`src/rtl/irq_pkg.sv`:
```
package irq_pkg;

  // Which source the selector chose in a cycle
  typedef enum logic [1:0] {
    SRC_NONE = 2'd0,
    SRC_I    = 2'd1,
    SRC_X    = 2'd2
  } irq_src_e;

  // Byte offset of a maskable entry inside the table (16-bit entries)
  function automatic int unsigned entry_offset(input int unsigned idx);
    return idx * 2;
  endfunction

endpackage

```
`src/rtl/irq_prio_sel.sv`:
```
module irq_prio_sel
  import irq_pkg::*;
#(
  parameter int NUM_IRQ = 8,
  parameter int IDX_W   = (NUM_IRQ > 1) ? $clog2(NUM_IRQ) : 1
) (
  input  logic [NUM_IRQ-1:0] req,
  input  logic               mask_i,
  input  logic               xreq,
  input  logic               mask_x,
  output irq_src_e           src,
  output logic [IDX_W-1:0]   idx
);

  logic [NUM_IRQ-1:0] live;
  logic               any_live;

  assign live     = mask_i ? '0 : req;
  assign any_live = |live;

  // Lowest index wins: scan from the top so the last hit is the lowest
  always_comb begin
    idx = '0;
    for (int k = NUM_IRQ - 1; k >= 0; k--) begin
      if (live[k]) idx = IDX_W'(k);
    end
  end

  always_comb begin
    if (xreq && !mask_x)  src = SRC_X;
    else if (any_live)    src = SRC_I;
    else                  src = SRC_NONE;
  end

endmodule

```
`src/rtl/irq_vec_base.sv`:
```
module irq_vec_base #(
  parameter int              ADDR_W     = 16,
  parameter int              ALIGN_BITS = 7,
  parameter logic [ADDR_W-1:0] RESET_BASE = 16'hFF80,
  localparam int             HI_W       = ADDR_W - ALIGN_BITS
) (
  input  logic              clk,
  input  logic              rst_n,
  input  logic              wr_en,
  input  logic [ADDR_W-1:0] wr_data,
  output logic [HI_W-1:0]   base_hi
);

  always_ff @(posedge clk or negedge rst_n) begin
    if (!rst_n)     base_hi <= RESET_BASE[ADDR_W-1:ALIGN_BITS];
    else if (wr_en) base_hi <= wr_data[ADDR_W-1:ALIGN_BITS];
  end

  // the upper field follows the written value one edge later
  assert_base_load_R7: assert property (@(posedge clk) disable iff (!rst_n)
    $past(wr_en) |-> base_hi == $past(wr_data[ADDR_W-1:ALIGN_BITS]));

endmodule

```
`src/rtl/irq_wake_logic.sv`:
```
module irq_wake_logic #(
  parameter int NUM_IRQ = 8
) (
  input  logic [NUM_IRQ-1:0] req,
  input  logic               mask_i,
  input  logic               xreq,
  input  logic               mode_wait,
  input  logic               mode_stop,
  output logic               wake
);

  logic low_power;
  logic i_wake;

  assign low_power = mode_wait | mode_stop;
  // Maskable requests obey the run-mode mask; the X request ignores its mask
  assign i_wake    = (|req) & ~mask_i;
  assign wake      = low_power & (xreq | i_wake);

endmodule

```
`src/rtl/irq_mask_wake_ctrl.sv`:
```
module irq_mask_wake_ctrl
  import irq_pkg::*;
#(
  parameter int                NUM_IRQ    = 8,
  parameter int                ADDR_W     = 16,
  parameter int                ALIGN_BITS = 7,
  parameter logic [ADDR_W-1:0] RESET_BASE = 16'hFF80
) (
  input  logic               clk,
  input  logic               rst_n,
  input  logic [NUM_IRQ-1:0] irq_req,
  input  logic               xirq_req,
  input  logic               mask_i,
  input  logic               mask_x,
  input  logic               base_wr_en,
  input  logic [ADDR_W-1:0]  base_wr_data,
  input  logic               mode_wait,
  input  logic               mode_stop,
  output logic               irq_pending,
  output logic [ADDR_W-1:0]  irq_vector,
  output logic               wake
);

  localparam int IDX_W = (NUM_IRQ > 1) ? $clog2(NUM_IRQ) : 1;
  localparam int HI_W  = ADDR_W - ALIGN_BITS;
  localparam logic [ALIGN_BITS-1:0] X_OFF = ALIGN_BITS'(entry_offset(NUM_IRQ));

  initial begin
    if (2 * NUM_IRQ + 2 > (1 << ALIGN_BITS))
      $error("vector table does not fit the aligned window");
  end

  irq_src_e          src;
  logic [IDX_W-1:0]  idx;
  logic [HI_W-1:0]   base_hi;
  logic [ADDR_W-1:0] vec_next;

  irq_prio_sel #(.NUM_IRQ(NUM_IRQ), .IDX_W(IDX_W)) u_sel (
    .req    (irq_req),
    .mask_i (mask_i),
    .xreq   (xirq_req),
    .mask_x (mask_x),
    .src    (src),
    .idx    (idx)
  );

  irq_vec_base #(.ADDR_W(ADDR_W), .ALIGN_BITS(ALIGN_BITS), .RESET_BASE(RESET_BASE)) u_base (
    .clk     (clk),
    .rst_n   (rst_n),
    .wr_en   (base_wr_en),
    .wr_data (base_wr_data),
    .base_hi (base_hi)
  );

  irq_wake_logic #(.NUM_IRQ(NUM_IRQ)) u_wake (
    .req       (irq_req),
    .mask_i    (mask_i),
    .xreq      (xirq_req),
    .mode_wait (mode_wait),
    .mode_stop (mode_stop),
    .wake      (wake)
  );

  always_comb begin
    unique case (src)
      SRC_X:   vec_next = {base_hi, X_OFF};
      SRC_I:   vec_next = {base_hi, ALIGN_BITS'({idx, 1'b0})};
      default: vec_next = '0;
    endcase
  end

  always_ff @(posedge clk or negedge rst_n) begin
    if (!rst_n) begin
      irq_pending <= 1'b0;
      irq_vector  <= '0;
    end else begin
      irq_pending <= (src != SRC_NONE);
      irq_vector  <= vec_next;
    end
  end

  // no vector without a pending request
  assert_idle_vec_R1: assert property (@(posedge clk) disable iff (!rst_n)
    !irq_pending |-> irq_vector == '0);

  // with I set and X not deliverable, nothing is presented next cycle
  assert_mask_i_blocks_R2: assert property (@(posedge clk) disable iff (!rst_n)
    (mask_i && !(xirq_req && !mask_x)) |=> !irq_pending);

  // an unmasked X request is presented at its fixed slot
  assert_x_wins_R3: assert property (@(posedge clk) disable iff (!rst_n)
    (xirq_req && !mask_x && !base_wr_en) |=>
      (irq_pending && irq_vector[ALIGN_BITS-1:0] == X_OFF));

  // maskable entries are 16-bit aligned
  assert_vec_even_R5: assert property (@(posedge clk) disable iff (!rst_n)
    irq_pending |-> !irq_vector[0]);

  // X request wakes in low-power modes regardless of its mask
  assert_x_wake_R10: assert property (@(posedge clk) disable iff (!rst_n)
    ((mode_wait || mode_stop) && xirq_req) |-> wake);

  // never wake while running
  assert_run_no_wake_R11: assert property (@(posedge clk) disable iff (!rst_n)
    (!mode_wait && !mode_stop) |-> !wake);

endmodule

```
`config.mk`:
```
export PLATFORM = sky130hd
export DESIGN_NAME = irq_mask_wake_ctrl
export DESIGN_NICKNAME = d
export VERILOG_FILES = /design/src/rtl/irq_pkg.sv /design/src/rtl/irq_prio_sel.sv /design/src/rtl/irq_vec_base.sv /design/src/rtl/irq_wake_logic.sv /design/src/rtl/irq_mask_wake_ctrl.sv
export SDC_FILE = /design/constraint.sdc
export NUM_CORES = 1
export LEC_CHECK = 0
export ABC_AREA = 1
export BUFFER_PORTS_ARGS = -buffer_cell sky130_fd_sc_hd__buf_2
export CAP_MARGIN = 10
export CORE_ASPECT_RATIO = 1.25
export CORE_MARGIN = 2
export CORE_UTILIZATION = 47
export CTS_BUF_LIST = sky130_fd_sc_hd__clkbuf_4
export DETAILED_ROUTE_END_ITERATION = 10
export PLACE_DENSITY = 0.84
export SLEW_MARGIN = 20
export SYNTH_ARGS = -nofsm -noshare
export SYNTH_HDL_FRONTEND = slang
export SYNTH_SLANG_ARGS = --single-unit
```
`constraint.sdc`:
```
create_clock -name clk -period 1.25 [get_ports clk]
set_clock_uncertainty 0.2 [all_clocks]
set_input_delay 0.125 -clock clk [delete_from_list [all_inputs] [get_ports clk]]
set_output_delay 0.125 -clock clk [all_outputs]
set_load 0.05 [all_outputs]
```
# Word-level counts from Yosys, hierarchy flattened
# Cells that the tools add are included.
# op_classes
mux	12
reduce_logical	5
bitwise	5
n_eq_ne	2
# op_table
operator	count
one-hot mux 16 bit (2 select lines)	1
2-to-1 mux 3 bit	8
OR reduction 8 bit	2
2-to-1 mux 8 bit	1
bitwise AND 1 bit	2
equality test 2 x 1 -> 1 bit (second input constant)	1
equality test 2 bit (second input constant)	1
2-to-1 mux 2 bit	1
bitwise OR 1 bit	2
nonzero test 2 bit	1
logical AND 1 bit	1
zero test 1 bit	1
2-to-1 mux 1 bit	1
NOT 1 bit	1
# word_totals
inputBits	32
out_inout_bits	18
regBits	26

# Longest topological paths before layout
# Gate-level depths: netlist (run 1).
# depth
depth_word	10
mapped_depth	7
depth_no_buf	7

# Hierarchy
# Synthesis (run 1) repeated with hierarchy kept, for this count alone.
# unflattened
cells_unflattened	129
area_unflattened_um2	1077.3
# modules_own_cells
module	n_inst	cells_per_inst	area_each_um2
irq_mask_wake_ctrl	1	51	546.8
irq_vec_base	1	38	352.8
irq_prio_sel	1	29	133.9
irq_wake_logic	1	11	43.8

# Least setup slack after synthesis (run 1)
# No wires, ideal clock.
# synth_timing
kind	input-to-output
from	input port irq_req[2]
to	output port wake
setup_slack_ns	-0.268
arrival_ns	1.193
path_stages	6
required_ns	0.925
cell_sequence	inv_1 -> nand2_1 -> nor2_4 -> nand2_4 -> nand2_4 -> a21oi_1
# synth_via
elab_chain_cells	4
# synth_lines
element	line_no	text
from (decl)	irq_mask_wake_ctrl.sv:11	input logic [NUM_IRQ-1:0] irq_req,
OR reduction 8 bit	irq_wake_logic.sv:17	assign i_wake = (|req) & ~mask_i;
bitwise AND 1 bit	irq_wake_logic.sv:17	
bitwise OR 1 bit	irq_wake_logic.sv:18	assign wake = low_power & (xreq | i_wake);
bitwise AND 1 bit	irq_wake_logic.sv:18	
to (decl)	irq_mask_wake_ctrl.sv:21	output logic wake
# Every way passes these cells.

# Final worst setup path (run 1)
# layout_timing
from	register irq_vector[10]
to	output port irq_vector[10]
# layout_rtl
element	line_no	text
from (decl)	irq_mask_wake_ctrl.sv:20	output logic [ADDR_W-1:0] irq_vector,
from (signal assigned)	irq_mask_wake_ctrl.sv:78	irq_vector <= vec_next;
# No word-level cell between the ends.

==> flow_summary.toml, run 1 <==
[power]
p_per_area_mw_per_mm2 = 1077
leakagePower_nw = 0.7989
irDropWorstVdd_v = 0.0005471
power_mw = 1.613

[timing]
rsz0062_at_grt = "true"
drv_slew = 0
post-route-period-util = 0.9726
fmax_mhz = 822.5
fin_ws_ns = 0.03426
min_period_ns = 1.216
hold_ws_ns = 0.005542
finalHoldViolations = 0
setup_viol = 0

[grt]
grt_max_degree = 24
grt_use_met1 = 0.1649
grt_busiest_layer = "met2"
use_met3 = 0.01929
gr-usage-all-layers = 0.1697
met2_usage = 0.3274
grt_pass1_wl_um = 3236
antenna_found_initial = 0
overflow = 0
grt_pass1_vias = 817

[yosys]
ys_types = 21
synth_area_mm2 = 0.001028
yosys.area.top_type_share = 0.3406
synthFlopType = "dfrtp_1"
synth_area_leaders = "dfrtp_1 (34%), dfstp_2 (23%), a21oi_2 (7.7%)"
synth_edf_count = 0
ys_async_sr_fraction = 1.000
synth_common_cells = "inv_1 (15), nand2_1 (15), dfrtp_1 (14), a21oi_2 (9), dfstp_2 (9)"
seq_area_frac_synth = 0.5706
yosysWarningCount = 0
synthCells = 104
avgSynthCellArea_um2 = 9.889
ys_seq_elements = 23
yosys.area.top_type = "dfrtp_1"

[placement]
place_ws_ns = 0.007393
port_buffers = 39
place_congestion = 0.6415

[die]
initial_core_util = 0.5074
die_x_um = 45.84
core_area_mm2 = 0.002027
num_rows = 18
die_h_um = 56.30
io_pins = 50
dieArea_mm2 = 0.002581

[worst_setup_path]
worst_ep_required_time_ns = 0.93
start_kind = "flop"
path_class = "reg -> out"
crit_chain = "clkbuf_4"
critPathTopFamily = "flip-flops"
arrival_ns = 0.89
endpoint_kind = "output pin"
crit_slowest_cell = "dfrtp_1"
cpPeakStageDelay_ns = 0.38
path_buf_inv = 1
cp_max_fo = 1

[detailed_routing]
postRouteAntennaNets = 0
routedWlPerCell_um = 11.32
via_per_inst = 4.596
vias = 841
drt_iter0_drc = 13
dr.pass1.iters = 3
wirelength_um = 2071
drc = 0

[clock_network]
cts_tree = "done"
root_buffer = "clkbuf_4"
clockBufferDepth = 2
cts_buffers = 3
cts_max_level = 1
cts.sinks = 23
path_clk_slew_ns = 0.11
clkLatencyLatePin_ns = 0.30

[status]
outcome = "complete, no violations"

[final_layout]
diodes = 0
nets = 196
synthToLayoutAreaGrowth_pct = 45.62
fin_util = 0.7389
nFillCells = 139
drive_gt1_frac = 0.4847

[flow_run]
maxCapViolations = 0

[worst_hold_path]
hold_class = "in -> reg"
[where the power goes]
| part | switching [mW] | leakage (nW) | internal, mW |
|---|---|---|---|
| logic | 0.280 | 0.505 | 0.155 |
| registers | 0.0155 | 0.275 | 0.819 |
| clock network | 0.198 | 0.0184 | 0.146 |
| total | 0.493 | 0.799 | 1.12 |
[cells in the final DEF, fill, tap and decap left out, types with 3 or more instances in the layout]
| master | count |
|---|---|
| buf_2 | 27 |
| dlygate4sd3_1 | 18 |
| inv_1 | 15 |
| nand2_1 | 14 |
| dfrtp_1 | 14 |
| clkbuf_4 | 13 |
| a21oi_2 | 10 |
| o21ai_1 | 9 |
| dfstp_2 | 9 |
| inv_2 | 6 |
| nand2_2 | 4 |
| nor2_1 | 4 |
| conb_1 | 3 |
| buf_4 | 3 |
[sequential cells by signal, indices dropped and copies added (netlist names)]
name	count
u_base.base_hi	9
irq_vector	13
irq_pending	1
[cell type report]
type / count / area (µm²) / area share
Tap cell: 20 / 25.02 / 0.01671
Clock buffer: 4 / 30.03 / 0.02005
Multi-Input combinational cell: 55 / 319.1 / 0.2130
Sequential cell: 23 / 586.8 / 0.3918
Timing Repair Buffer: 60 / 457.9 / 0.3058
Inverter: 21 / 78.83 / 0.05263
[per-layer routing]
metal	routed length, µm	up-vias
li1	-	428
met1	766	384
met2	1196	27
met3	96	2
met4	12	0
met5	0	-
[metrics by stage]
| step | cells | instance area (µm²) | setup TNS (ns) |
|---|---|---|---|
| detailed placement | 160 | 1242 | 0 |
| floorplan | 106 | 1040 | 0 |
| global placement | 160 | 1242 | 0 |
| finish | 183 | 1498 | 0 |
| global route | 183 | 1498 | -0.02462 |
| CTS | 183 | 1463 | 0 |
[cells by family (layout without fill, tap and decap cells)]
group,Yosys count,in the layout,synth area share
flip-flops,23,23,0.5706
AND/OR/NAND/NOR,31,31,0.1581
AO/OA/AOI/OAI,21,21,0.1350
buffers and inverters,28,85,0.1326
other,1,3,0.003646
[repair_timing]
action / CTS / global route
setup endpoints to repair: 0 / 15
hold buffers: 19 / 1
buffers inserted: 0 / 0
gates resized for setup: 0 / 18
endpoints found under the hold margin: 38 / 1
[final timing paths]
kind / startpoint / end / slack (ns) / cells after the start
worst min-delay path: irq_req[2] / irq_vector[1] / 0.006 / 4
min in group asynchronous: rst_n / irq_vector[13] / 0.11 / 2
worst max register to register: u_base.base_hi[6] / u_base.base_hi[6] / 0.25 / 2
worst max-delay path: irq_vector[10] / irq_vector[10] / 0.03 / 1
max in group asynchronous: rst_n / u_base.base_hi[6] / 0.39 / 2
worst min register to register: u_base.base_hi[8] / u_base.base_hi[8] / 0.30 / 2
Power figures use the tool's default switching activity.
==> run 2: changes to the inputs <==
ABC_AREA = default   (was 1)
CORE_UTILIZATION = 46   (was 47)
==> flow_summary.toml, run 2 <==
[yosys]
ys_seq_elements = 23
yosys.area.top_type_share = 0.3558
seq_area_frac_synth = 0.5959
yosysWarningCount = 0
synth_area_um2 = 984.7
synth_area_leaders = "dfrtp_1 (36%), dfstp_2 (24%), mux2_2 (10%)"
synth_common_cells = "dfrtp_1 (14), dfstp_2 (9), mux2_2 (9), a21boi_2 (8), nor2_1 (6)"
synth_edf_count = 0
avgSynthCellArea_um2 = 13.68
yosys.area.top_type = "dfrtp_1"
synthFlopType = "dfrtp_1"
ys_types = 23
synthCells = 72
yosysMostFrequentCell = "dfrtp_1"
ys_async_sr_fraction = 1.000

[worst_setup_path]
r2r_slack_ns = 0.26
reg2regPathDepth = 1
arrival_ns = 1.22
endpoint = "wake"
endpoint_kind = "output pin"
critPathLaunch = "irq_req[3]"
path_class = "in -> out"
cp_max_fo = 2
rr_endpoint = "irq_vector[10]"
worst_ep_required_time_ns = 0.93
start_kind = "input pin"
worstReg2RegStart = "u_base.base_hi[3]"

[detailed_routing]
wirelength_um = 2217
vias = 777
postRouteAntennaNets = 0
via_per_inst = 4.887
routedWlPerCell_um = 13.94
drc = 0
drt_iter0_drc = 11
dr.pass1.iters = 4

[timing]
finalHoldViolations = 0
drv_slew = 0
post-route-period-util = 1.233
hold_ws_ns = 0.01614
fin_ws_ns = -0.2907
setup_tns_ns = -2.576
rsz0062_at_grt = "true"
fmax_mhz = 649.1
min_period_ns = 1.541
setup_viol = 11

[final_layout]
largest_reg_flops = 13
fin_util = 0.7722
diodes = 0
synthToLayoutAreaGrowth_pct = 57.18
final_common_cell = "buf_2"
drive_gt1_frac = 0.6475
design_area_mm2 = 0.001548
reg_top3 = "irq_vector (13), u_base.base_hi (9), irq_pending (1)"
nFillCells = 124
layout_common_cells = "buf_2 (24), buf_4 (15), dfrtp_1 (14)"
top_register = "irq_vector"
nets = 172

[clock_network]
root_buffer = "clkbuf_4"
clockBufferDepth = 2
cts_buffers = 3
cts.sinks = 23
cts_max_level = 1
clkLatencyLatePin_ns = 0.31
cts_tree = "done"
path_clk_slew_ns = 0.12

[die]
num_rows = 18
core_area_mm2 = 0.002004
die_x_um = 45.38
die_h_um = 55.73
dieArea_mm2 = 0.002529
initial_core_util = 0.4913
io_pins = 50

[grt]
overflow = 0
antenna_found_initial = 0
gr-usage-all-layers = 0.1861
grt_pass1_wl_um = 3491
grt_max_degree = 24
grt_pass1_vias = 776

[power]
leakagePower_nw = 0.7449
irDropWorstVdd_v = 0.0008639
p_per_area_mw_per_mm2 = 1094

[placement]
dp_hpwl_um = 1429
dpl_cell_area_mm2 = 0.001257
port_buffers = 39
place_congestion = 0.7823

[worst_hold_path]
hold_class = "in -> reg"
min_path_cells = 2

[status]
outcome = "finished with violations"
violations = "setup timing"

[flow_run]
maxCapViolations = 0
## run 2: metrics by stage
step,setup WS [ns],cells,power (mW)
2_1_floorplan,-0.1757,74,1.133
3_3_place_gp,-0.3203,137,1.245
3_5_place_dp,-0.3560,137,1.260
4_1_cts,-0.2510,158,1.671
5_1_grt,-0.3112,159,1.772
6_report,-0.2907,159,1.694
## run 2: layer usage
metal  share of wire  GRT usage  up-vias
met5               0          0        -
met4          0.0095    0.05042        0
met3           0.041    0.02597        4
met2            0.58     0.3400       26
met1            0.37     0.2126      373
li1                -          -      374
## run 2: cell families (layout without fill, tap and decap cells)
kind of cell,Yosys count,in the layout,synth area share
multiplexers,9,9,0.1029
buffers and inverters,9,74,0.06225
AND/OR/NAND/NOR,14,14,0.07752
AO/OA/AOI/OAI,16,16,0.1576
flip-flops,23,23,0.5959
other,1,3,0.003808
## run 2: layout make-up
class                      instances  area (µm²)  area share
inverter                           3       11.26    0.007276
tap                               20       25.02     0.01617
sequential                        23       586.8      0.3791
timing repair buffer              67       538.0      0.3476
multi-input combinational         42       356.6      0.2304
clock buffer                       4       30.03     0.01940
## run 2: how the worst min path moves through the flow
stage / startpoint / endpoint / slack, ns
after global placement: rst_n / irq_vector[1] / -0.10
after CTS: irq_req[3] / irq_vector[3] / -0.01
after global routing: base_wr_en / u_base.base_hi[7] / 0.02
final: base_wr_en / u_base.base_hi[6] / 0.02
after detailed placement: rst_n / irq_vector[1] / -0.09
after floorplan: rst_n / irq_pending / -0.37
## run 2: report_power, final
part / switching [mW] / internal [mW] / total (mW) / leakage, nW
sequential: 0.0234 / 0.828 / 0.852 / 0.273
clock: 0.212 / 0.146 / 0.359 / 0.0184
combinational: 0.271 / 0.212 / 0.484 / 0.453
total: 0.507 / 1.19 / 1.69 / 0.745
## run 2: critical path: stages
cell and delay [ns]:
buf_6 0.09, or4_4 0.56, o21bai_4 0.21, a21oi_4 0.07, buf_6 0.15
## run 2: timing repair
item,in CTS,in global routing
pin swaps,3,3
buffers inserted,3,2
hold buffers,13,0
hold endpoints to repair,35,0
endpoints found under the setup margin,10,23
gates cloned,1,0
resized for setup,9,20
==> run 3: changes to the inputs <==
clock period = 1.7 ns   (was 1.25 ns; I/O delays follow)
==> flow_summary.toml, run 3 (synthesis gave the netlist of run 2 again) <==
[final_layout]
nets = 163
fin_util = 0.6885
multi_input_area_um2 = 351.6
nFillCells = 144
final_common_cell = "buf_2"
layout_common_cells = "buf_2 (38), dlygate4sd3_1 (15), dfrtp_1 (14)"
reg_top3 = "irq_vector (13), u_base.base_hi (9), irq_pending (1)"
largest_reg_flops = 13
diodes = 0
synthToLayoutAreaGrowth_pct = 40.15
top_register = "irq_vector"
seqCellArea_um2 = 586.8
drive_gt1_frac = 0.6154
design_area_mm2 = 0.001380

[timing]
min_period_ns = 1.672
fmax_mhz = 598.0
drv_slew = 0
setup_viol = 0
finalHoldViolations = 0
post-route-period-util = 0.9837

[grt]
grt_pass1_wl_um = 3077
overflow = 0
grt_pass1_vias = 717
grt_max_degree = 24
gr-usage-all-layers = 0.1632
antenna_found_initial = 0

[power]
switchingPower_mw = 0.3534
irDropWorstVdd_v = 0.0005672
p_per_area_mw_per_mm2 = 843.2
power_frac_clock = 0.204
switching_share = 0.3037
intPower_mw = 0.8102
pwr-share-comb = 0.260
seq_power_share = 0.536
leakagePower_nw = 0.6744

[worst_setup_path]
worstReg2RegStart = "u_base.base_hi[7]"
cp_max_fo = 3
path_class = "in -> out"
arrival_ns = 1.30
start_kind = "input pin"
r2r_slack_ns = 0.71
critPathLaunch = "irq_req[0]"
reg2regPathDepth = 1
rr_endpoint = "irq_vector[14]"
endpoint = "wake"
endpoint_kind = "output pin"
worst_ep_required_time_ns = 1.33

[clock_network]
cts_tree = "done"
cts_max_level = 1
cts.sinks = 23
clockBufferDepth = 2
clkLatencyLatePin_ns = 0.29
path_clk_slew_ns = 0.12
root_buffer = "clkbuf_4"
cts_buffers = 3

[detailed_routing]
via_per_inst = 4.913
dr.pass1.iters = 4
drc = 0
drt_iter0_drc = 2
routedWlPerCell_um = 12.41
vias = 737
postRouteAntennaNets = 0
wirelength_um = 1862

[die]
num_rows = 18
die_h_um = 55.73
initial_core_util = 0.4913
io_pins = 50
core_area_mm2 = 0.002004
die_x_um = 45.38
dieArea_mm2 = 0.002529

[worst_hold_path]
hold_class = "in -> reg"

[placement]
place_congestion = 0.7871
port_buffers = 39
dpl_cell_area_mm2 = 0.001177
dp_hpwl_um = 1314

[flow_run]
maxCapViolations = 0

[status]
outcome = "complete, no violations"
-- run 3: changes by cell type in the layout (fill, tap and decap cells not counted), sizes merged --
cell | previous run | this run
buf | 48 | 42
clkbuf | 10 | 4
dlygate4sd3 | 13 | 15
clkinv | 0 | 1
-- run 3: final cells by class --
cell class	instances	area share
flip-flops and latches	23	0.4252
repair buffers	58	0.2738
multi-input cells	42	0.2548
well taps	20	0.01813
clock buffers	3	0.01632
inverters	3	0.008160
clock inverters	1	0.003626
-- run 3: power groups by stage --
stage               logic [mW]  clock network, mW  registers [mW]
finish                   0.303              0.237           0.623
global route             0.322              0.271           0.629
CTS                      0.298              0.242           0.623
detailed placement       0.272                  0           0.634
global placement         0.264                  0           0.631
floorplan                0.108                  0           0.723
-- run 3: layer usage --
metal | GRT usage | wire length [µm] | vias up
li1 | - | - | 353
met4 | 0.09664 | 56 | 0
met5 | 0 | 0 | -
met2 | 0.2757 | 956 | 35
met3 | 0.01623 | 85 | 6
met1 | 0.1882 | 764 | 343
-- run 3: worst max-delay path, stage by stage --
cell and delay, ns:
buf_2 0.11, or4_4 0.55, o21bai_4 0.19, a21oi_2 0.07, clkbuf_4 0.21
-- run 3: worst min path at each step --
stage	cells past startpoint	startpoint	to	slack, ns
6_report	4	irq_req[2]	irq_vector[1]	0.006
3_5_place_dp	1	rst_n	irq_vector[2]	-0.05
4_1_cts	3	mask_i	irq_vector[14]	-0.001
2_1_floorplan	0	rst_n	irq_pending	-0.33
3_3_place_gp	1	rst_n	irq_vector[3]	-0.06
5_1_grt	4	irq_req[4]	irq_vector[2]	0.03
-- run 3: metrics by stage --
stage          TNS [ns]  setup slack [ns]  hold slack [ns]  total power, mW  cells
2_1_floorplan         0            0.1184          -0.3256           0.8310     74
3_3_place_gp          0           0.02441         -0.05794           0.8958    129
3_5_place_dp          0          0.009379         -0.04735           0.9061    129
4_1_cts               0          0.004172        -0.001020            1.163    148
5_1_grt        -0.01269         -0.009774          0.03173            1.222    150
6_report              0           0.02764         0.006453            1.164    150
-- run 3: repair_timing --
| item | CTS | global route |
|---|---|---|
| hold buffers | 15 | 0 |
| endpoints found under the setup margin | 0 | 2 |
| buffers inserted | 0 | 2 |
| endpoints found under the hold margin | 36 | 0 |
| resized for setup | 0 | 3 |
